[src/rtl/evt_divmod5.sv]
module evt_divmod5 #(
  parameter int MODULUS = 5,
  parameter int REM_W   = 3,
  parameter int QUO_W   = 4
) (
  input  logic             clk,
  input  logic             rst_n,
  input  logic             init_i,
  input  logic             evt_i,
  output logic [REM_W-1:0] rem_o,
  output logic [QUO_W-1:0] quo_o
);
  localparam logic [REM_W-1:0] REM_LAST = REM_W'(MODULUS - 1);

  logic [REM_W-1:0] rem_q;
  logic [QUO_W-1:0] quo_q;
  logic             wrap;

  assign wrap = evt_i && (rem_q == REM_LAST);

  always_ff @(posedge clk) begin
    if (!rst_n || init_i) begin
      rem_q <= '0;
      quo_q <= '0;
    end else if (evt_i) begin
      rem_q <= wrap ? '0 : rem_q + 1'b1;
      if (wrap) quo_q <= quo_q + 1'b1;
    end
  end

  assign rem_o = rem_q;
  assign quo_o = quo_q;
endmodule


[config.mk]
export PLATFORM = sky130hd
export DESIGN_NAME = evt_divmod5
export DESIGN_NICKNAME = d
export VERILOG_FILES = /design/src/rtl/evt_divmod5.sv
export SDC_FILE = /design/constraint.sdc
export NUM_CORES = 1
export LEC_CHECK = 0
export BUFFER_PORTS_ARGS = -buffer_cell sky130_fd_sc_hd__buf_2
export CORE_AREA = 3 3 40 42
export DETAILED_ROUTE_END_ITERATION = 10
export DIE_AREA = 0 0 43 45
export PLACE_DENSITY_LB_ADDON = 0.08
export RECOVER_POWER = 25
export SLEW_MARGIN = 40
export SYNTH_ARGS = -nofsm -noshare
export SYNTH_HDL_FRONTEND = slang
export SYNTH_SLANG_ARGS = --single-unit
[constraint.sdc]
create_clock -name clk -period 3.2 [get_ports clk]
set_clock_uncertainty 0.1 [all_clocks]
set_input_delay 0.48 -clock clk [delete_from_list [all_inputs] [get_ports clk]]
set_output_delay 0.48 -clock clk [all_outputs]
set_load 0.02 [all_outputs]
==> impl_results.md <==
- Setup tns final: 0 ps
- Netlist cell types: 18
- Pre-CTS worst setup slack: ~1800 ps
- Layout fillers: 141
- Met3 Use GR: 7.171%
- Met1 usage: 7.524%
- Avg Vias per Cell: 4.460
- Reg2reg start: rem_o[0]
- Grt peak-use layer: met2
- Initial antenna violation count: 0
- Global-route wire length before repair: 993 µm
- Largest stage delay, worst path: 390 ps
- Syn_area_per_cell: between 9 and 10 µm²
- Sequential-to-total area share from yosys stat: around 41%
- Max-cap violation count: 0
- Synth Warn #: 0
- Root Driver: clkbuf_4
- WP data required: ~3300 ps
- Max Root-Sink Buffers: 2
- Worst setup margin: between 1500 and 2000 ps
- Net count after synthesis: 42
- Worst-path maximum fanout: 5
- Htree depth: 1
- Syn Inst Count: 35
- Fin. max-slew vios: 0
- Synth-to-Final Area Change: 20.96%
- Share of layout cells above drive strength 1: 27.08%
- RSZ-0062 raised after global routing: no
- Sinks on Clock Net: 7
- # resized after CTS: 0
- Crit path cell chain: inv_1 -> ha_1 -> nand3_1 -> or3_1 -> a21oi_1
- Ant diodes: 0
- M2 GR Usage: 10.18%
- Top post-synthesis cells by count: dfxtp_1, nor2_1, ha_1
- Clock Pin Slew Worst Setup and Hold Paths: 50 ps
- IO buf count: 10
- Number of global-route vias before repair: 240
- Final period util: a little under half
- Max_slew headroom: 84.91%
- TritonCTS buffer count: 3
- Share of the synthesized area in the top cell type: 41.18%
- Tot Pwr: ~180 µW
- Die W: 43 µm
- Initial Utilization: a little over a quarter
- Setup crit start: rem_o[0]
- Synth Flop Type: dfxtp_1
- P_leak: 0.1921 nW
- # setup viols final: 0
- Via Count: 281
- CORE AREA: 1285 µm²
- Worst hold start: rem_o[2]
- Hold crit path type: reg -> reg
- # IOs: 11
- Fin. Hold Viols: 0
- Height of the chip: between 40 and 50 µm
- Maximum vdd drop: 0.0002045 V
- WS Path Type: reg -> reg
- Most frequent cell after synthesis: dfxtp_1
- CTS tree: done
- FP Rows: 13
- Post-route DRC: 0
- Grt total ovfl: 0
- Synthesized cell area: 340.3 µm²
- Synth top area cells: dfxtp_1, ha_1, mux2i_1
- Final min period: 1469 ps
- Endpoint type of the worst setup path: register
- Synth area leader: dfxtp_1
- Crit-path slowest cell: or3_1
- Total track usage: about 7.7%
- Post-CTS repair timing setup buffer count: 0
- Critical path launch point type: register
- Clock Latency Late Sink: 250 ps
- Status: finished clean
- Largest net degree at the start of global routing: 7
- Critical path arrival: 1550 ps
- Achievable frequency: slightly below 700 MHz
- Synth Register Bits: 7
- Gp weighted congestion: 0.6497
- Hpwl dp: 465.4 µm
- TritonRoute pass-1 iters: 1
- Worst-Margin Slew: 225.7 ps
- Final Instance Count excl. Fillers: 63
- DIE AREA: between 1500 and 2000 µm²
- Drt wl/cell: 9.635 µm
- Cts hold-fix bufs: 0
- Detailed Route Iter0 Violations: 0
- EDFF count, synth: 0
- Final ANT Viol Nets: 0
- Pwr Density: ~430 nW/µm²
- Fin util: about a third
- Fin nets: 56
- FFs w/ async S/R, synth: 0%
- Routed WL: 607 µm
- Placed Instances: 59
worst max-delay path: cells and delay by family, from the launching register on:
family	cells	cell delay, ps
simple gates	2	590
flops	1	330
compound gates	1	140
buf+inv	1	60
fa+ha+maj	1	180
metal layers:
layer  vias to the layer above  wire, µm
met5                         -         0
met1                       127       262
met4                         0         8
li1                        143         -
met3                         2        53
met2                         9       281
kinds of logic after synthesis:
kind of cell / synth area share (%)
DFF: 41.18
adders and majority gates: 11.03
buffers and inverters: 5.515
AOI/OAI and AO/OA: 5.880
muxes: 5.883
xor gates and xnor gates: 7.722
and+or+nand+nor: 22.80
sequential cells by signal, indices dropped and copies added, names as in the netlist:
register and flops:
rem_o 3, quo_o 4
layout by cell type, fill, tap and decap left out, types with 2 or more instances in the layout:
master	n
clkbuf_4	3
nor2_1	5
nand2b_1	2
ha_1	3
xor2_1	2
buf_2	10
mux2i_1	2
a21oi_1	2
inv_1	2
nand3_1	2
dfxtp_1	7
path summary, 6_finish.rpt:
path         slack [ps]  cells past startpoint       end
max reg2reg        1730                      5  quo_o[3]
max                1730                      5  quo_o[3]
min                 400                      2  rem_o[2]
min reg2reg         400                      2  rem_o[2]
report_power, final:
group	switching [mW]	internal, mW
Combinational	0.00615	0.00490
Clock	0.0300	0.0474
Sequential	0.000918	0.0883
stage by stage:
step,area [µm²],hold WS [ps]
final,411.6,401.0
after global routing,411.6,414.1
after CTS,424.2,404.8
after detailed placement,397.9,398.2
after global placement,397.9,377.9
after floorplan,340.3,462.1
layout make-up:
| class | count | area [µm²] | share of cell area, % |
|---|---|---|---|
| well taps | 15 | 18.77 | 4.559 |
| repair buffers | 10 | 50.05 | 12.16 |
| clock buffers | 4 | 26.28 | 6.383 |
| inverters | 2 | 7.507 | 1.824 |
| multi-input cells | 25 | 168.9 | 41.03 |
| flip-flops and latches | 7 | 140.1 | 34.04 |
Note: power is estimated with default switching activity, not from simulation.
